$ cat src/rtl/sba_pkg.sv
package sba_pkg;
  localparam logic [2:0] REG_CTRL  = 3'd0;
  localparam logic [2:0] REG_ADDR0 = 3'd1;
  localparam logic [2:0] REG_ADDR1 = 3'd2;
  localparam logic [2:0] REG_ADDR2 = 3'd3;
  localparam logic [2:0] REG_ADDR3 = 3'd4;
  localparam logic [2:0] REG_DATA0 = 3'd5;
  localparam logic [2:0] REG_DATA1 = 3'd6;

  localparam int ADDR_WORDS = 4;
  localparam int BUS_AW     = 64;
  localparam int BUS_DW     = 64;

  typedef enum logic [1:0] {
    ERR_NONE = 2'd0,
    ERR_BUS  = 2'd1,
    ERR_SIZE = 2'd2
  } err_e;
endpackage

$ cat src/rtl/sba_caps.sv
module sba_caps #(
  parameter int MAX_BUS_BITS = 64
) (
  output logic [3:0] caps_o
);
  for (genvar i = 0; i < 4; i++) begin : g_cap
    assign caps_o[i] = ((8 << i) <= MAX_BUS_BITS);
  end
endmodule

$ cat src/rtl/sba_addr_inc.sv
module sba_addr_inc #(
  parameter int NW = 4
) (
  input  logic [NW*32-1:0] addr_i,
  input  logic [3:0]       step_i,
  output logic [NW*32-1:0] addr_o
);
  logic [NW-1:1] cy;

  for (genvar w = 0; w < NW; w++) begin : g_word
    logic [31:0] add;
    if (w == 0) begin : g_lo
      assign add = {28'b0, step_i};
    end else begin : g_hi
      assign add = {31'b0, cy[w]};
    end
    if (w < NW - 1) begin : g_carry
      assign {cy[w+1], addr_o[w*32+:32]} = {1'b0, addr_i[w*32+:32]} + {1'b0, add};
    end else begin : g_top
      assign addr_o[w*32+:32] = addr_i[w*32+:32] + add;
    end
  end
endmodule

$ cat src/rtl/sba_bus_port.sv
module sba_bus_port #(
  parameter int MAX_BUS_BITS = 64
) (
  input  logic                      clk_i,
  input  logic                      rst_ni,
  input  logic                      start_i,
  input  logic                      we_i,
  input  logic [sba_pkg::BUS_AW-1:0] addr_i,
  input  logic [1:0]                size_i,
  input  logic [sba_pkg::BUS_DW-1:0] wdata_i,
  output logic                      bus_req_o,
  output logic                      bus_we_o,
  output logic [sba_pkg::BUS_AW-1:0] bus_addr_o,
  output logic [1:0]                bus_size_o,
  output logic [sba_pkg::BUS_DW-1:0] bus_wdata_o,
  input  logic                      bus_ack_i,
  input  logic                      bus_err_i,
  input  logic [sba_pkg::BUS_DW-1:0] bus_rdata_i,
  output logic                      done_o,
  output logic                      fault_o,
  output logic [sba_pkg::BUS_DW-1:0] rdata_o
);
  logic busy_q;

  always_ff @(posedge clk_i or negedge rst_ni) begin
    if (!rst_ni) begin
      busy_q      <= 1'b0;
      bus_we_o    <= 1'b0;
      bus_addr_o  <= '0;
      bus_size_o  <= '0;
      bus_wdata_o <= '0;
    end else if (start_i) begin
      busy_q      <= 1'b1;
      bus_we_o    <= we_i;
      bus_addr_o  <= addr_i;
      bus_size_o  <= size_i;
      bus_wdata_o <= wdata_i;
    end else if (busy_q && bus_ack_i) begin
      busy_q <= 1'b0;
    end
  end

  assign bus_req_o = busy_q;
  assign done_o    = busy_q & bus_ack_i;
  assign fault_o   = done_o & bus_err_i;

  always_comb begin
    unique case (bus_size_o)
      2'd0:    rdata_o = {56'b0, bus_rdata_i[7:0]};
      2'd1:    rdata_o = {48'b0, bus_rdata_i[15:0]};
      2'd2:    rdata_o = {32'b0, bus_rdata_i[31:0]};
      default: rdata_o = bus_rdata_i;
    endcase
  end

  p_start_idle_r12: assert property (@(posedge clk_i) disable iff (!rst_ni)
    start_i |-> !bus_req_o);
  p_hold_r12: assert property (@(posedge clk_i) disable iff (!rst_ni)
    (bus_req_o && !bus_ack_i) |=> (bus_req_o && $stable(bus_addr_o) && $stable(bus_wdata_o)
                                   && $stable(bus_size_o) && $stable(bus_we_o)));
  p_legal_size_r2: assert property (@(posedge clk_i) disable iff (!rst_ni)
    bus_req_o |-> ((8 << bus_size_o) <= MAX_BUS_BITS));
endmodule

$ cat src/rtl/sba_master.sv
module sba_master
  import sba_pkg::*;
#(
  parameter int MAX_BUS_BITS = 64
) (
  input  logic        clk_i,
  input  logic        rst_ni,
  input  logic        reg_we_i,
  input  logic        reg_re_i,
  input  logic [2:0]  reg_addr_i,
  input  logic [31:0] reg_wdata_i,
  output logic [31:0] reg_rdata_o,
  output logic        bus_req_o,
  output logic        bus_we_o,
  output logic [63:0] bus_addr_o,
  output logic [1:0]  bus_size_o,
  output logic [63:0] bus_wdata_o,
  input  logic        bus_ack_i,
  input  logic        bus_err_i,
  input  logic [63:0] bus_rdata_i
);
  localparam int AW_ALL = ADDR_WORDS * 32;

  logic [1:0]        size_q;
  logic              ai_q, roa_q, rod_q;
  err_e              err_q;
  logic [AW_ALL-1:0] addr_q, addr_wr, addr_inc;
  logic [63:0]       data_q, data_wr, start_wdata, rd_masked;
  logic [3:0]        caps;
  logic              idle, wr_ok, rd_trig, wr_trig, trig, size_ok, start, size_fail;
  logic              done, fault;

  sba_caps #(.MAX_BUS_BITS(MAX_BUS_BITS)) u_caps (.caps_o(caps));

  sba_addr_inc #(.NW(ADDR_WORDS)) u_inc (
    .addr_i(addr_q),
    .step_i(4'd1 << bus_size_o),
    .addr_o(addr_inc)
  );

  assign idle  = ~bus_req_o;
  assign wr_ok = reg_we_i & idle;

  always_comb begin
    addr_wr = addr_q;
    data_wr = data_q;
    if (wr_ok) begin
      unique case (reg_addr_i)
        REG_ADDR0: addr_wr[31:0]   = reg_wdata_i;
        REG_ADDR1: addr_wr[63:32]  = reg_wdata_i;
        REG_ADDR2: addr_wr[95:64]  = reg_wdata_i;
        REG_ADDR3: addr_wr[127:96] = reg_wdata_i;
        REG_DATA0: data_wr[31:0]   = reg_wdata_i;
        REG_DATA1: data_wr[63:32]  = reg_wdata_i;
        default: ;
      endcase
    end
  end

  assign rd_trig = (err_q == ERR_NONE) &
                   ((wr_ok & (reg_addr_i == REG_ADDR0) & roa_q) |
                    (reg_re_i & idle & (reg_addr_i == REG_DATA0) & rod_q));
  assign wr_trig   = (err_q == ERR_NONE) & wr_ok & (reg_addr_i == REG_DATA0);
  assign trig      = rd_trig | wr_trig;
  assign size_ok   = caps[size_q];
  assign start     = trig & size_ok;
  assign size_fail = trig & ~size_ok;
  assign start_wdata = (size_q == 2'd3) ? data_wr : {32'b0, data_wr[31:0]};

  sba_bus_port #(.MAX_BUS_BITS(MAX_BUS_BITS)) u_port (
    .clk_i      (clk_i),
    .rst_ni     (rst_ni),
    .start_i    (start),
    .we_i       (wr_trig),
    .addr_i     (addr_wr[63:0]),
    .size_i     (size_q),
    .wdata_i    (start_wdata),
    .bus_req_o  (bus_req_o),
    .bus_we_o   (bus_we_o),
    .bus_addr_o (bus_addr_o),
    .bus_size_o (bus_size_o),
    .bus_wdata_o(bus_wdata_o),
    .bus_ack_i  (bus_ack_i),
    .bus_err_i  (bus_err_i),
    .bus_rdata_i(bus_rdata_i),
    .done_o     (done),
    .fault_o    (fault),
    .rdata_o    (rd_masked)
  );

  always_ff @(posedge clk_i or negedge rst_ni) begin
    if (!rst_ni) begin
      size_q <= '0;
      ai_q   <= 1'b0;
      roa_q  <= 1'b0;
      rod_q  <= 1'b0;
      err_q  <= ERR_NONE;
      addr_q <= '0;
      data_q <= '0;
    end else if (done) begin
      if (fault) begin
        err_q <= ERR_BUS;
      end else begin
        if (!bus_we_o) begin
          if (bus_size_o == 2'd3) data_q <= rd_masked;
          else                    data_q[31:0] <= rd_masked[31:0];
        end
        if (ai_q) addr_q <= addr_inc;
      end
    end else begin
      addr_q <= addr_wr;
      data_q <= data_wr;
      if (wr_ok && reg_addr_i == REG_CTRL) begin
        size_q <= reg_wdata_i[1:0];
        ai_q   <= reg_wdata_i[2];
        roa_q  <= reg_wdata_i[3];
        rod_q  <= reg_wdata_i[4];
        err_q  <= err_e'(err_q & ~reg_wdata_i[6:5]);
      end
      if (size_fail) err_q <= ERR_SIZE;
    end
  end

  always_comb begin
    unique case (reg_addr_i)
      REG_CTRL:  reg_rdata_o = {13'b0, 7'd64, caps, bus_req_o, err_q, rod_q, roa_q, ai_q, size_q};
      REG_ADDR0: reg_rdata_o = addr_q[31:0];
      REG_ADDR1: reg_rdata_o = addr_q[63:32];
      REG_ADDR2: reg_rdata_o = addr_q[95:64];
      REG_ADDR3: reg_rdata_o = addr_q[127:96];
      REG_DATA0: reg_rdata_o = data_q[31:0];
      REG_DATA1: reg_rdata_o = data_q[63:32];
      default:   reg_rdata_o = 32'b0;
    endcase
  end

  p_inc_r9: assert property (@(posedge clk_i) disable iff (!rst_ni)
    (done && !fault && ai_q) |=>
      (addr_q[31:0] == $past(addr_q[31:0]) + (32'd1 << $past(bus_size_o))));
  p_fault_r10: assert property (@(posedge clk_i) disable iff (!rst_ni)
    fault |=> (err_q == ERR_BUS && $stable(addr_q) && $stable(data_q)));
  p_err_block_r10: assert property (@(posedge clk_i) disable iff (!rst_ni)
    (err_q != ERR_NONE && !bus_req_o) |=> !bus_req_o);
  p_size_err_r2: assert property (@(posedge clk_i) disable iff (!rst_ni)
    size_fail |=> (!bus_req_o && err_q == ERR_SIZE));
  p_w1c_r11: assert property (@(posedge clk_i) disable iff (!rst_ni)
    (wr_ok && reg_addr_i == REG_CTRL) |=>
      (err_q == ($past(err_q) & ~$past(reg_wdata_i[6:5]))));
endmodule

$ cat config.mk
export PLATFORM = sky130hd
export DESIGN_NAME = sba_master
export DESIGN_NICKNAME = d
export VERILOG_FILES = /design/src/rtl/sba_pkg.sv /design/src/rtl/sba_caps.sv /design/src/rtl/sba_addr_inc.sv /design/src/rtl/sba_bus_port.sv /design/src/rtl/sba_master.sv
export SDC_FILE = /design/constraint.sdc
export NUM_CORES = 1
export LEC_CHECK = 0
export BUFFER_PORTS_ARGS = -buffer_cell sky130_fd_sc_hd__buf_4
export CORE_UTILIZATION = 53
export DETAILED_ROUTE_END_ITERATION = 16
export PLACE_DENSITY_LB_ADDON = 0.08
export SKIP_LAST_GASP = 1
export SYNTH_ARGS = -nofsm -noshare
export SYNTH_HDL_FRONTEND = slang
export SYNTH_SLANG_ARGS = --single-unit
$ cat constraint.sdc
create_clock -name clk_i -period 6 [get_ports clk_i]
set_clock_uncertainty 0.2 [all_clocks]
set_input_delay 0.3 -clock clk_i [delete_from_list [all_inputs] [get_ports clk_i]]
set_output_delay 0.3 -clock clk_i [all_outputs]
set_load 0.01 [all_outputs]
---- Word-level counts from Yosys, hierarchy flattened ----
Cells that the tools add are included.
Widths: inputs -> output; s select.
word-level totals
  output and inout bits ................... 164
  logic and storage cells ................. 99
  bits in registers ....................... 331
operators by class
  eq/ne operators ......................... 15
  muxes and demuxes ....................... 26
  bitwise gates (word level) .............. 20
  shifts and indexed selects .............. 1
  $add $sub $neg .......................... 4
  reduce and logical (&&, ||, !) cells .... 17
  $lt $le $gt $ge ......................... 1
operator list
  cell                 count
  $mux 128             4
  $mux 64              5
  $mux 32              7
  $pmux 32 s7          1
  $pmux 64 s3          1
  $add 32x1->33        2
  $add 32x4->33        1
  $add 32x1->32        1
  $and 1x1->1          13
  $ne 2x2->1 const B   5
  $eq 3x3->1 const B   3
  $mux 2               4
  $reduce_and 2->1     4
  $reduce_and 4->1     2
  $reduce_bool 2->1    4
  $eq 2x2->1 const B   3
  $eq 3x2->1 const B   2
  $logic_not 2->1      2
  $shl 1x2->4 const A  1
  $eq 3x1->1 const B   1
  $logic_not 3->1      1
  $lt 2x3->1 const B   1
  $mux 1               3
  $not 1->1            3
  8 further kinds      10

---- Longest topological paths before layout ----
  depth in word-level cells ............... 10
  depth in mapped cells ................... 28
  mapped depth without buffers ............ 26

---- By module ----
From an unflattened synthesis, not the netlist that was laid out.
unflattened totals
  cells, all modules ...................... 2057
  area total of the unflattened synthesis .. 20263.2 um2
modules (own cells, without submodules)
  module        instances  cells each  sequential area each (um2)  area each (um2)
  sba_master    1          1304        4979.8                      11881.4
  sba_bus_port  1          355         3303.2                      5680.4
  sba_addr_inc  1          393         0.0                         2667.6
  sba_caps      1          5           0.0                         33.8

---- Worst setup path before layout ----
Ideal clock, no wire load.
  kind .................................... register -> register
  from .................................... reg u_port.bus_size_o[1]
  to ...................................... reg addr_q[114]
  clock period less this slack ............ 5.853 ns
  cell stages (with the launch flop) ...... 29
  path slack .............................. 0.147 ns
  data arrival time ....................... 5.571 ns
  required time ........................... 5.718 ns
  setup time .............................. 0.082 ns
  cells stage by stage .................... dfrtp_1 -> nor2_1 -> ha_1 -> inv_1 -> fa_1 -> nor2b_1 -> o21ai_4 -> a211oi_4 -> and4_2 -> ha_1 -> ha_1 -> nand3_1 -> nor2_1 -> nand3_1 -> nor2_1 -> ha_1 -> ha_1 -> and4_1 -> buf_2 -> nor2b_1 -> nand3_2 -> nor2_1 -> ha_1 -> nand2_1 -> nor4_4 -> buf_2 -> nand4_1 -> o31a_1 -> o22ai_1
between the ends
  cells in the longest elaborated chain, start to end .. 8
RTL lines
  element                     line                RTL
  start, declared             sba_bus_port.sv:14  output logic [1:0] bus_size_o,
  start signal, assigned      sba_bus_port.sv:36  bus_size_o <= size_i;
  $shl 1x2->4                 sba_master.sv:37    .step_i(4'd1 << bus_size_o),
  $add 32x4->33               sba_addr_inc.sv:18  assign {cy[w+1], addr_o[w*32+:32]} = {1'b0, addr_i[w*32+:32]} + {1'b0, add};
  $add 32x1->33 (2 in a row)  sba_addr_inc.sv:18
  $add 32x1->32               sba_addr_inc.sv:20  assign addr_o[w*32+:32] = addr_i[w*32+:32] + add;
  $mux 128                    sba_master.sv:108   if (ai_q) addr_q <= addr_inc;
  $mux 128                    sba_master.sv:101   if (fault) begin
  $mux 128                    sba_master.sv:100   end else if (done) begin
  end signal, assigned        sba_master.sv:108
  end signal, assigned        sba_master.sv:111   addr_q <= addr_wr;
  end, declared               sba_master.sv:27    logic [AW_ALL-1:0] addr_q, addr_wr, addr_inc;
Every way passes these cells. The select of a mux whose other input is x is not followed.
A chain may end at the register's enable or synchronous reset.

---- Final worst setup path ----
Ends and elaborated chain as after synthesis.

==> impl_metrics.ini <==
[critical_path]
slowest_delay_ps = 420
arrival_ps = 6000
slowest_stage = dfrtp_2
critPathCaptureType = flip-flop
critPathMaxFanout = 10
crit_required_ps = 6270
crit_top_cell = ha_2
critPathLaunchType = flip-flop
criticalPathCategory = reg -> reg

[cts]
cts_sinks = 331
tritoncts = done
cts_buffers = 37
cts.clk_slew.worst_paths_ps = 60
clk_root_buffer_cell = clkbuf_16
cts-htree-levels = 2
cts_max_path_buffers = 3
clock_latency_ps = 560

[grt]
grt_overflow = 0
grt_max_degree = 130
antenna_found_initial = 1
track_usage = 0.427
grt_pass1_wl_um = 114000
grt_pass1_vias = 17933

[synth]
syn_inst = 2059
syn_nets = 2175
synth_area_leaders = dfrtp_1, mux2i_1, o21ai_0
synth-edff-count = 0
yosys.cell_types.count = 85
yosysSeqAreaShare = 0.448
yosysTopAreaCell = dfrtp_1
async_flop_share = 1.00
synth.ff_latch_count = 331
ys_warn_count = 0
syn_area_per_cell_um2 = 8.99
synth_area_um2 = 18500
yosysTopAreaCellShare = 0.448
synth_ff_type = dfrtp_1

[detailed_routing]
first_iter_violations = 2522
vias = 19104
wirelength_um = 76400
wl_per_cell_um = 26.9
dr.pass1.iters = 6
met2_length_um = 32300
drt-met1-wl_um = 30200
ant_nets = 0
top_layer_used = met5
drt-vias-per-instance = 6.73
wl_met3_um = 8460
drc = 0

[power_and_ir_drop]
clockPowerShare = 0.260
power.total_mw = 9.36
p_int_mw = 5.81
pwr-share-comb = 0.315
p_per_area_nw_per_um2 = 402
p_sw_mw = 3.56
leakage_nw = 10.4
sequentialPowerShare = 0.425
switching_share = 0.380
irDropWorstVdd_mv = 0.258

[timing]
max_freq_mhz = 174
finalCriticalPeriod_ps = 5730
setup_tns_ps = 0
period_share = 0.956
drv_slew = 0
hold_viol_final = 0
finalSetupViolations = 0
relSlewSlack = 0.183
worst_pin_slew_ps = 1210

[die]
rows = 68
start_util = 0.537
die-area_um2 = 35700
die_h_um = 189
core_um2 = 34500
io_pins = 269
die_w_um = 189

[final_layout]
antennaDiodeCount = 0
drive_gt1_frac = 0.185
fill_cells = 2761
fin_util = 0.676
ff_latch_area_um2 = 8280
final_area_um2 = 23300
synthToLayoutAreaGrowth_pct = 25.8
nNetsFinal = 2473
multi_input_area_um2 = 9380

[flow_run]
maxCapViolCount = 0

[run_status]
status = finished clean

[place]
io_buffers = 268
dp_hpwl_um = 52100
placed_area_um2 = 20700
gp_congestion = 1.01

[hold_path]
hp-class = in -> reg
worst max-delay path: cells and delay by family (launching register included):
family	cells	cell delay, ps
fa+ha+maj	7	1630
buf+inv	3	350
simple gates	14	2270
compound gates	4	770
flops	1	420
cell usage in the layout, fill, tap and decap left out, types with 39 or more instances in the layout:
cell,count
nor2_1,194
o22ai_1,61
a21oi_1,108
and3_1,43
dfrtp_1,330
o21ai_0,178
buf_4,317
dlygate4sd3_1,118
nand2_1,228
mux2i_1,106
clkbuf_16,39
a22oi_1,71
nand3_1,72
power groups by stage:
stage | sequential (mW) | clock, mW | combinational, mW
global placement | 3.92 | 0 | 2.78
CTS | 3.92 | 2.44 | 2.90
global route | 4.04 | 2.53 | 3.19
detailed placement | 3.95 | 0 | 2.82
finish | 3.98 | 2.44 | 2.95
floorplan | 3.76 | 0 | 1.40
cells by family after synthesis:
family | share of synthesized area
multiplexers | 0.0628
adder cells (fa/ha/maj) | 0.00784
buffers and inverters | 0.0513
flip-flops | 0.448
XOR/XNOR | 0.000947
AO/OA/AOI/OAI | 0.250
AND/OR/NAND/NOR | 0.180
worst paths after layout:
check | start | to | slack [ps] | cells after the start
max reg2reg | u_port.bus_size_o[1]$_DFFE_PN0P_ | addr_q[114]$_DFFE_PN0P_ | 270 | 28
min in group asynchronous | rst_ni | u_port.bus_addr_o[26]$_DFFE_PN0P_ | 70 | 2
max | u_port.bus_size_o[1]$_DFFE_PN0P_ | addr_q[114]$_DFFE_PN0P_ | 270 | 28
min reg2reg | u_port.bus_addr_o[15]$_DFFE_PN0P_ | u_port.bus_addr_o[15]$_DFFE_PN0P_ | 280 | 1
min | reg_wdata_i[29] | u_port.bus_wdata_o[61]$_DFFE_PN0P_ | 10 | 3
max in group asynchronous | rst_ni | u_port.bus_size_o[1]$_DFFE_PN0P_ | 4060 | 3
registers in the layout (all words and copies together) (netlist names):
signal and count:
addr_q 128, ai_q 1, data_q 64, err_q 2, roa_q 1, rod_q 1, size_q 2, u_port.bus_addr_o 64
u_port.bus_req_o 1, u_port.bus_size_o 2, u_port.bus_wdata_o 64, u_port.bus_we_o 1
repair_timing:
action	in CTS	in global routing
cloned	0	0
hold endpoints to repair	210	0
hold buffers	118	0
pin swaps	1	4
setup endpoints to repair	15	25
resized for setup	4	19
buffers inserted	0	3
per-layer routing:
| layer | GRT usage | vias up |
|---|---|---|
| met5 | 0 | - |
| met4 | 0.259 | 2 |
| met3 | 0.0922 | 267 |
| met2 | 0.616 | 1364 |
| met1 | 0.589 | 9221 |
| li1 | - | 8250 |
Yosys cell counts, drive strengths merged (15+ instances only):
master and number:
nand2 232, clkbuf 105, nor3 28, a221o 27
o22ai 61, inv 36, nand4 32, o31a 18
o31ai 37, buf 75, o21ai 188, a22o 22
a21oi 110, o211ai 15, dfrtp 331, nor2 199
a31oi 21, and2 17, nor4 17, nand3 75
and3 43, a22oi 71, a211oi 27, mux2i 106
stage by stage:
step                cells  setup slack, ps  hold WS, ps
finish               2839              266         11.8
floorplan            2059              147         -196
CTS                  2836             45.7        0.225
global route         2839            -5.19         19.9
detailed placement   2652             -154         83.2
global placement     2652              185         77.4
final cells by class:
type | count | share of cell area
multi-input cells | 1512 | 0.403
flip-flops and latches | 331 | 0.356
repair buffers | 439 | 0.156
clock buffers | 54 | 0.0491
well taps | 455 | 0.0245
clock inverters | 12 | 0.00597
inverters | 36 | 0.00580
Power figures use the tool's default switching activity.
